**config.mk**
```make
export PLATFORM = sky130hd
export DESIGN_NAME = vec_agen
export DESIGN_NICKNAME = d
export VERILOG_FILES = /design/src/rtl/vec_agen_pkg.sv /design/src/rtl/vec_agen_seq.sv /design/src/rtl/vec_agen_step.sv /design/src/rtl/vec_agen_idx.sv /design/src/rtl/vec_agen.sv
export SDC_FILE = /design/constraint.sdc
export NUM_CORES = 1
export LEC_CHECK = 0
export CELL_PAD_IN_SITES_DETAIL_PLACEMENT = 2
export CELL_PAD_IN_SITES_GLOBAL_PLACEMENT = 2
export CORE_MARGIN = 5
export CORE_UTILIZATION = 28
export DETAILED_ROUTE_END_ITERATION = 8
export PLACE_DENSITY = 0.72
export SETUP_SLACK_MARGIN = 0.1
export SYNTH_ARGS = -nofsm -noshare
export SYNTH_HDL_FRONTEND = slang
export SYNTH_SLANG_ARGS = --single-unit
```
**constraint.sdc**
```tcl
create_clock -name clk_i -period 3.6 [get_ports clk_i]
set_input_delay 0.54 -clock clk_i [delete_from_list [all_inputs] [get_ports clk_i]]
set_output_delay 0.54 -clock clk_i [all_outputs]
set_load 0.02 [all_outputs]
```
**src/rtl/vec_agen_pkg.sv**
```systemverilog
package vec_agen_pkg;
  typedef enum logic [1:0] {
    AG_UNIT   = 2'd0,
    AG_STRIDE = 2'd1,
    AG_INDEX  = 2'd2,
    AG_IOTA   = 2'd3
  } ag_mode_e;
endpackage

```
**src/rtl/vec_agen_seq.sv**
```systemverilog
module vec_agen_seq #(
  parameter int MAX_VL = 64,
  parameter int VL_W   = 7,
  parameter int IDX_W  = 6
) (
  input  logic             clk_i,
  input  logic             rst_ni,
  input  logic             start_i,
  input  logic [VL_W-1:0]  vl_i,
  input  logic             fire_i,
  output logic             launch_o,
  output logic             busy_o,
  output logic [IDX_W-1:0] elem_o,
  output logic             done_o
);
  logic [VL_W-1:0]  vl_eff;
  logic [IDX_W-1:0] last_q;
  logic [IDX_W-1:0] cnt_q;
  logic             busy_q;
  logic             done_q;

  assign vl_eff   = (vl_i > VL_W'(MAX_VL)) ? VL_W'(MAX_VL) : vl_i;
  assign launch_o = start_i & ~busy_q;

  always_ff @(posedge clk_i or negedge rst_ni) begin
    if (!rst_ni) begin
      busy_q <= 1'b0;
      done_q <= 1'b0;
      cnt_q  <= '0;
      last_q <= '0;
    end else begin
      done_q <= 1'b0;
      if (launch_o) begin
        cnt_q <= '0;
        if (vl_eff == '0) begin
          done_q <= 1'b1;
        end else begin
          busy_q <= 1'b1;
          last_q <= IDX_W'(vl_eff - VL_W'(1));
        end
      end else if (fire_i) begin
        if (cnt_q == last_q) begin
          busy_q <= 1'b0;
          done_q <= 1'b1;
        end else begin
          cnt_q <= cnt_q + IDX_W'(1);
        end
      end
    end
  end

  assign busy_o = busy_q;
  assign elem_o = cnt_q;
  assign done_o = done_q;
endmodule

```
**src/rtl/vec_agen_step.sv**
```systemverilog
module vec_agen_step
  import vec_agen_pkg::*;
#(
  parameter int ADDR_W     = 32,
  parameter int ELEM_BYTES = 8
) (
  input  logic              clk_i,
  input  logic              rst_ni,
  input  logic              launch_i,
  input  ag_mode_e          mode_i,
  input  logic [ADDR_W-1:0] base_i,
  input  logic [ADDR_W-1:0] stride_i,
  input  logic              fire_i,
  output logic [ADDR_W-1:0] acc_o,
  output logic [ADDR_W-1:0] step_o
);
  logic [ADDR_W-1:0] acc_q;
  logic [ADDR_W-1:0] step_q;

  always_ff @(posedge clk_i or negedge rst_ni) begin
    if (!rst_ni) begin
      acc_q  <= '0;
      step_q <= '0;
    end else if (launch_i) begin
      acc_q  <= (mode_i == AG_IOTA) ? '0 : base_i;
      step_q <= (mode_i == AG_UNIT) ? ADDR_W'(ELEM_BYTES) : stride_i;
    end else if (fire_i) begin
      acc_q <= acc_q + step_q;  // wraps modulo 2^ADDR_W, negative strides included
    end
  end

  assign acc_o  = acc_q;
  assign step_o = step_q;
endmodule

```
**src/rtl/vec_agen_idx.sv**
```systemverilog
module vec_agen_idx #(
  parameter int ADDR_W = 32
) (
  input  logic              clk_i,
  input  logic              rst_ni,
  input  logic              launch_i,
  input  logic [ADDR_W-1:0] base_i,
  input  logic [ADDR_W-1:0] idx_i,
  output logic [ADDR_W-1:0] addr_o
);
  logic [ADDR_W-1:0] base_q;

  always_ff @(posedge clk_i or negedge rst_ni) begin
    if (!rst_ni)       base_q <= '0;
    else if (launch_i) base_q <= base_i;
  end

  assign addr_o = base_q + idx_i;
endmodule

```
**src/rtl/vec_agen.sv**
```systemverilog
module vec_agen
  import vec_agen_pkg::*;
#(
  parameter  int ADDR_W     = 32,
  parameter  int MAX_VL     = 64,
  parameter  int ELEM_BYTES = 8,
  localparam int VL_W       = $clog2(MAX_VL + 1),
  localparam int IDX_W      = $clog2(MAX_VL)
) (
  input  logic              clk_i,
  input  logic              rst_ni,
  input  logic              start_i,
  input  logic [1:0]        mode_i,
  input  logic [ADDR_W-1:0] base_i,
  input  logic [ADDR_W-1:0] stride_i,
  input  logic [VL_W-1:0]   vl_i,
  input  logic              idx_valid_i,
  input  logic [ADDR_W-1:0] idx_i,
  output logic              idx_ready_o,
  output logic              addr_valid_o,
  input  logic              addr_ready_i,
  output logic [ADDR_W-1:0] addr_o,
  output logic [IDX_W-1:0]  elem_o,
  output logic              done_o
);
  ag_mode_e          mode_q;
  logic              launch;
  logic              busy;
  logic              fire;
  logic              indexed;
  logic [ADDR_W-1:0] acc;
  logic [ADDR_W-1:0] step;
  logic [ADDR_W-1:0] idx_addr;

  always_ff @(posedge clk_i or negedge rst_ni) begin
    if (!rst_ni)     mode_q <= AG_UNIT;
    else if (launch) mode_q <= ag_mode_e'(mode_i);
  end

  assign indexed      = (mode_q == AG_INDEX);
  assign addr_valid_o = busy & (~indexed | idx_valid_i);
  assign idx_ready_o  = busy & indexed & idx_valid_i & addr_ready_i;
  assign fire         = addr_valid_o & addr_ready_i;
  assign addr_o       = indexed ? idx_addr : acc;

  vec_agen_seq #(
    .MAX_VL(MAX_VL),
    .VL_W  (VL_W),
    .IDX_W (IDX_W)
  ) u_seq (
    .clk_i   (clk_i),
    .rst_ni  (rst_ni),
    .start_i (start_i),
    .vl_i    (vl_i),
    .fire_i  (fire),
    .launch_o(launch),
    .busy_o  (busy),
    .elem_o  (elem_o),
    .done_o  (done_o)
  );

  vec_agen_step #(
    .ADDR_W    (ADDR_W),
    .ELEM_BYTES(ELEM_BYTES)
  ) u_step (
    .clk_i   (clk_i),
    .rst_ni  (rst_ni),
    .launch_i(launch),
    .mode_i  (ag_mode_e'(mode_i)),
    .base_i  (base_i),
    .stride_i(stride_i),
    .fire_i  (fire),
    .acc_o   (acc),
    .step_o  (step)
  );

  vec_agen_idx #(
    .ADDR_W(ADDR_W)
  ) u_idx (
    .clk_i   (clk_i),
    .rst_ni  (rst_ni),
    .launch_i(launch),
    .base_i  (base_i),
    .idx_i   (idx_i),
    .addr_o  (idx_addr)
  );
endmodule

```
# == Word level (Yosys, flattened, before mapping) ==
# Cells that the tools add are included.
# totals
regBits,112
latchBits,0
mem_bits_rw,0
mem_bits_ro,0
inputBits,110
out_inout_bits,41
elab_cells,52
n_memories,0
# op_classes
n_addsub,4
n_mul,0
div,0
order_cmp,1
n_eq_ne,5
shifts,0
n_mux,17
bitwise_logic,10
reduce_logical,7
# ops
cell,count
$mux 32,5
$add 32x32->32,2
$mux 6,3
$mux 1,8
$gt 7x7->1 const B,1
$logic_not 7->1,1
$mux 7,1
$add 6x1->6 const B,1
$and 1x1->1,6
$eq 6x6->1,1
$sub 6x1->6 const B,1
$eq 2x2->1 const B,2
$ne 2x2->1 const B,2
$reduce_and 2->1,2
$reduce_bool 2->1,2
$not 1->1,3
$reduce_and 3->1,1
$logic_not 2->1,1
$or 1x1->1,1

# == Logic depth before layout (Yosys ltp) ==
# depth
word_depth,7
mapped_depth,11
mapped_depth_nobuf,11

# == Hierarchy ==
# From an unflattened synthesis, not the netlist that was laid out.
# unflattened
hier_cells,980
hier_area_um2,8758.4
# modules_own_cells
mod,instances,cells_per_inst,area_per_inst_um2,seq_area_each_um2
vec_agen_step,1,526,4312.9,1601.5
vec_agen_idx,1,309,2920.3,800.8
vec_agen_seq,1,100,905.9,350.3
vec_agen,1,45,619.3,50.0

# == Worst setup path before layout ==
# No wires, ideal clock.
# synth_timing
kind,input-to-output
start,in idx_i[0]
end,out addr_o[30]
arrival_ps,3134
slack_ps,-74
stages,11
path_buffers,0
path_cell_list,ha_1 -> fa_1 -> a211o_1 -> o211ai_1 -> a211oi_1 -> o211ai_2 -> nand4_2 -> o311ai_4 -> a311o_1 -> a21oi_1 -> o31ai_1
# synth_via
elab_chain_cells,2
# synth_lines
element,line_no,source
"start, declared",vec_agen.sv:18,"input logic [ADDR_W-1:0] idx_i,"
$add 32x32->32,vec_agen_idx.sv:18,assign addr_o = base_q + idx_i;
$mux 32,vec_agen.sv:44,assign addr_o = indexed ? idx_addr : acc;
"end, declared",vec_agen.sv:22,"output logic [ADDR_W-1:0] addr_o,"
# Every way passes these cells.

# == Worst setup path in the final report ==
# layout_timing
start,reg u_idx.base_q[0]
end,out addr_o[28]
# layout_via
elab_chain_cells,2
# layout_lines
element,line_no,source
"start, declared",vec_agen_idx.sv:11,logic [ADDR_W-1:0] base_q;
"start signal, assigned",vec_agen_idx.sv:15,else if (launch_i) base_q <= base_i;
$add 32x32->32,vec_agen_idx.sv:18,
$mux 32,vec_agen.sv:44,
# Every way passes these cells.

==> report_table.html <==
<table>
<tr><th>Metric</th><th>Value</th></tr>
<tr><th colspan="2">Placed design</th></tr>
<tr><td>Placement Setup Slack</td><td>-1.198 ns</td></tr>
<tr><td>Placer's final routability congestion estimate</td><td>0.8351</td></tr>
<tr><td>Final HPWL DP</td><td>24880 um</td></tr>
<tr><td>Total instance count after detailed placement</td><td>1533</td></tr>
<tr><td>Number of port buffers</td><td>150</td></tr>
<tr><th colspan="2">Final layout</th></tr>
<tr><td>Post-route insts no fill</td><td>1564</td></tr>
<tr><td>Fraction of final layout cells with drive strength greater than 1</td><td>16.40%</td></tr>
<tr><td>Layout area overhead</td><td>39.28%</td></tr>
<tr><td>Final net count</td><td>1350</td></tr>
<tr><th colspan="2">Logic synthesis</th></tr>
<tr><td>Share of cell area taken by muxes after synthesis</td><td>0.5299%</td></tr>
<tr><td>Syn avg cell area</td><td>8.397 um2</td></tr>
<tr><td>Synth Net Count</td><td>1133</td></tr>
<tr><td>Share of flip-flops with an asynchronous set or reset after synthesis</td><td>100.0%</td></tr>
<tr><td>Most numerous cell types in the synthesized netlist</td><td>nand2_1, dfrtp_1, o21ai_0, a21oi_1, ha_1</td></tr>
<tr><td>Yosys reg bits</td><td>112</td></tr>
<tr><td>Count of mapped cells out of synthesis</td><td>956</td></tr>
<tr><td>Fraction of post-synthesis cell area in the top cell type by area</td><td>34.91%</td></tr>
<tr><td>Area of the mapped netlist</td><td>0.008028 mm2</td></tr>
<tr><td>Number of enable flip-flop cells after synthesis</td><td>0</td></tr>
<tr><td>Synth warn</td><td>0</td></tr>
<tr><td>Synth area leaders</td><td>dfrtp_1, ha_1, nand2_1, o21ai_0, a21oi_1</td></tr>
<tr><td>Share of the synthesized netlist area taken by xor and xnor gates</td><td>7.310%</td></tr>
<tr><td>Synth Area in Compound Gates</td><td>25.83%</td></tr>
<tr><td>Post-Synth Simple-Gate Area</td><td>17.99%</td></tr>
<tr><td>Most instantiated flip-flop cell in the synthesis netlist</td><td>dfrtp_1</td></tr>
<tr><td>Dominant combinational cell family by area after synthesis</td><td>compound AO/OA/AOI/OAI gates</td></tr>
<tr><td>Post-synthesis cell type with the largest combined area</td><td>dfrtp_1</td></tr>
<tr><td>Adder and majority gate portion of the synthesized area</td><td>10.63%</td></tr>
<tr><td>Synth cell types</td><td>65</td></tr>
<tr><td>Portion of the post-synthesis area used by sequential elements</td><td>34.91%</td></tr>
<tr><td>Cell with the most instances after synthesis</td><td>nand2_1</td></tr>
<tr><th colspan="2">Die</th></tr>
<tr><td>Boundary pin count</td><td>151</td></tr>
<tr><td>Area enclosed by the die boundary</td><td>0.03216 mm2</td></tr>
<tr><td>Y dimension of the die</td><td>179.3 um</td></tr>
<tr><td>Starting density of the core</td><td>28.20%</td></tr>
<tr><td>Die width</td><td>179.3 um</td></tr>
<tr><td>Row cnt</td><td>62</td></tr>
<tr><td>Placeable Area</td><td>0.02847 mm2</td></tr>
<tr><th colspan="2">Timing</th></tr>
<tr><td>Setup Skew</td><td>0.01609 ns</td></tr>
<tr><td>TNS Setup</td><td>-1.964 ns</td></tr>
<tr><td>Min cycle time layout</td><td>4.015 ns</td></tr>
<tr><td>Setup violations, final</td><td>11</td></tr>
<tr><td>Final worst-path setup slack</td><td>-0.4147 ns</td></tr>
<tr><td>Endpoints failing hold</td><td>0</td></tr>
<tr><td>Maximum frequency from static timing analysis</td><td>249.1 MHz</td></tr>
<tr><td>Worst-Margin Slew</td><td>0.6472 ns</td></tr>
<tr><td>Worst relative slew slack</td><td>56.86%</td></tr>
<tr><td>Fin crit share</td><td>111.5%</td></tr>
<tr><td>Unrepaired setup endpoints after global routing</td><td>true</td></tr>
<tr><td>Total count of max-transition violations in the final report</td><td>0</td></tr>
<tr><td>Worst hold slack after final layout</td><td>0.1716 ns</td></tr>
<tr><th colspan="2">Route</th></tr>
<tr><td>Via density</td><td>5.103</td></tr>
<tr><td>Routed met2 length</td><td>13990 um</td></tr>
<tr><td>Post-detailed-route count of antenna-violating nets</td><td>0</td></tr>
<tr><td>Wire length per cell</td><td>20.13 um</td></tr>
<tr><td>Final routed DRC violation total</td><td>0</td></tr>
<tr><td>Total via count in the routed design</td><td>7981</td></tr>
<tr><td>Met3 wire length</td><td>755 um</td></tr>
<tr><td>Met1 layer wirelength in the final routing</td><td>16080 um</td></tr>
<tr><td>Highest routed metal layer</td><td>met4</td></tr>
<tr><td>Drt pass-1 iters</td><td>4</td></tr>
<tr><td>Total Routed Length</td><td>31490 um</td></tr>
<tr><td>Initial DRC Count</td><td>439</td></tr>
<tr><th colspan="2">Clock network</th></tr>
<tr><td>Number of buffers created by CTS</td><td>9</td></tr>
<tr><td>Clock slew at the register clock pins of the worst setup and hold paths</td><td>0.08 ns</td></tr>
<tr><td>CTS sink cnt</td><td>112</td></tr>
<tr><td>CTS HTree Levels</td><td>3</td></tr>
<tr><td>Worst-skew pair later-pin latency</td><td>0.37 ns</td></tr>
<tr><td>Max Buffers Root-to-Sink</td><td>2</td></tr>
<tr><td>CTS Root Buffer Type</td><td>clkbuf_16</td></tr>
<tr><td>CTS tree</td><td>done</td></tr>
<tr><th colspan="2">Worst setup path</th></tr>
<tr><td>Type of element launching the critical path</td><td>register</td></tr>
<tr><td>Start-to-end type of the worst setup path</td><td>reg -&gt; out</td></tr>
<tr><td>Worst EP required</td><td>3.06 ns</td></tr>
<tr><td>Critical path endpoint category</td><td>output port</td></tr>
<tr><td>Highest net fanout along the worst path</td><td>3</td></tr>
<tr><td>CP Data Arrival Time</td><td>3.47 ns</td></tr>
<tr><th colspan="2">Power</th></tr>
<tr><td>Maximum ir drop on the vdd rail</td><td>0.0002894 V</td></tr>
<tr><td>Static leakage power</td><td>5.262 nW</td></tr>
<tr><td>Pwr dens</td><td>1001 mW/mm2</td></tr>
<tr><th colspan="2">Global routing</th></tr>
<tr><td>GRT Total Usage</td><td>19.03%</td></tr>
<tr><td>Antenna violations before repair</td><td>3</td></tr>
<tr><td>Residual overflow from global routing</td><td>0</td></tr>
<tr><td>Wire length of the first global-routing pass</td><td>48240 um</td></tr>
<tr><td>Maximum number of pins on one net before global-route repair</td><td>64</td></tr>
<tr><td>Vias in the first global route</td><td>8460</td></tr>
<tr><th colspan="2">Status</th></tr>
<tr><td>Result of the run</td><td>finished, violations left</td></tr>
<tr><td>Violations in the final reports</td><td>negative setup slack</td></tr>
<tr><th colspan="2">Min path</th></tr>
<tr><td>Class of the tightest hold or removal check</td><td>in -&gt; async</td></tr>
<tr><th colspan="2">Run</th></tr>
<tr><td>Max Cap Viol</td><td>0</td></tr>
</table>
[where the power goes]
part / switching, mW / internal (mW) / total [mW]
Combinational: 4.20 / 3.45 / 7.65
Sequential: 0.654 / 1.85 / 2.50
Clock: 0.503 / 0.543 / 1.05
[per-stage QoR]
step	utilization, %	power (mW)	cell area [um2]
after floorplan	-	6.815	8045
after global routing	39.27	12.12	11180
final	39.27	11.20	11180
after CTS	38.35	10.88	10920
after detailed placement	36.96	9.749	10520
after global placement	36.96	9.474	10520
[layer usage]
metal	vias to the layer above	global-route usage, %
met5	-	0
met4	0	4.538
met3	38	2.172
met2	118	29.45
met1	3950	28.41
li1	3875	-
[final timing paths]
| check | to | slack [ns] | start | depth (start not counted) |
|---|---|---|---|---|
| min in group clk_i | mode_q[0]$_DFFE_PN0P_ | 0.48 | mode_q[0]$_DFFE_PN0P_ | 2 |
| max | addr_o[28] | -0.41 | u_idx.base_q[0]$_DFFE_PN0P_ | 12 |
| max in group asynchronous | u_seq.busy_o$_DFFE_PN0P_ | 2.57 | rst_ni | 2 |
| min reg2reg | mode_q[0]$_DFFE_PN0P_ | 0.48 | mode_q[0]$_DFFE_PN0P_ | 2 |
| min | u_idx.base_q[26]$_DFFE_PN0P_ | 0.17 | rst_ni | 1 |
| max reg2reg | u_step.acc_o[26]$_DFFE_PN0P_ | 0.36 | u_step.acc_o[0]$_DFFE_PN0P_ | 11 |
[kinds of logic after synthesis]
group | Yosys count
mux | 4
compound gates | 310
xor+xnor | 67
fa+ha+maj | 67
buf+inv | 60
simple gates | 336
flops | 112
[registers in the layout (all words and copies together) (netlist names)]
register	cells
mode_q	2
u_idx.base_q	32
u_seq.busy_o	1
u_seq.done_o	1
u_seq.elem_o	6
u_seq.last_q	6
u_step.acc_o	32
u_step.step_o	32
[cell usage in the layout (no fill, tap or decap), types with 5 or more instances in the layout]
| cell | n |
|---|---|
| nand2_1 | 198 |
| clkdlybuf4s50_1 | 110 |
| dfrtp_1 | 110 |
| buf_4 | 102 |
| nor2_1 | 61 |
| o21ai_0 | 60 |
| a21oi_1 | 57 |
| ha_1 | 51 |
| a21o_1 | 39 |
| a22o_1 | 38 |
| xor2_1 | 37 |
| xnor2_1 | 29 |
| inv_1 | 22 |
| o21ai_1 | 17 |
| nand3_1 | 15 |
| a21oi_2 | 11 |
| o211ai_1 | 11 |
| ha_4 | 11 |
| a31oi_1 | 10 |
| o21a_1 | 9 |
| nand4_1 | 9 |
| clkbuf_16 | 9 |
| buf_6 | 9 |
| nand2b_1 | 8 |
| dlygate4sd2_1 | 8 |
| dlymetal6s2s_1 | 8 |
| nor3_1 | 7 |
| and3_1 | 5 |
| o21bai_1 | 5 |
| and2_1 | 5 |
[layout make-up]
class                      instances  area (um2)
timing repair buffer             244        2188
clock buffer                      11       232.7
tap                              384       480.5
antenna                            3       7.507
clock inverter                     4       55.05
sequential                       112        2805
fill                            3160       17290
inverter                          22       82.58
multi-input combinational        784        5329
[worst max-delay path: stages, from the launching register on]
cell,delay [ns]
dfrtp_1,0.43
ha_4,0.18
fa_2,0.41
a211o_1,0.28
o211ai_1,0.20
a211oi_2,0.17
o211ai_2,0.20
nand4_2,0.14
o311ai_4,0.33
a211oi_2,0.14
or4_1,0.44
nand3_2,0.08
buf_6,0.11
[repair_timing]
| action | CTS | global route |
|---|---|---|
| endpoints found under the hold margin | 0 | 0 |
| pin swaps | 32 | 39 |
| resized for setup | 128 | 80 |
| endpoints found under the setup margin | 27 | 26 |
| hold buffers | 0 | 0 |
| setup buffers | 4 | 10 |
Power figures use the tool's default switching activity.
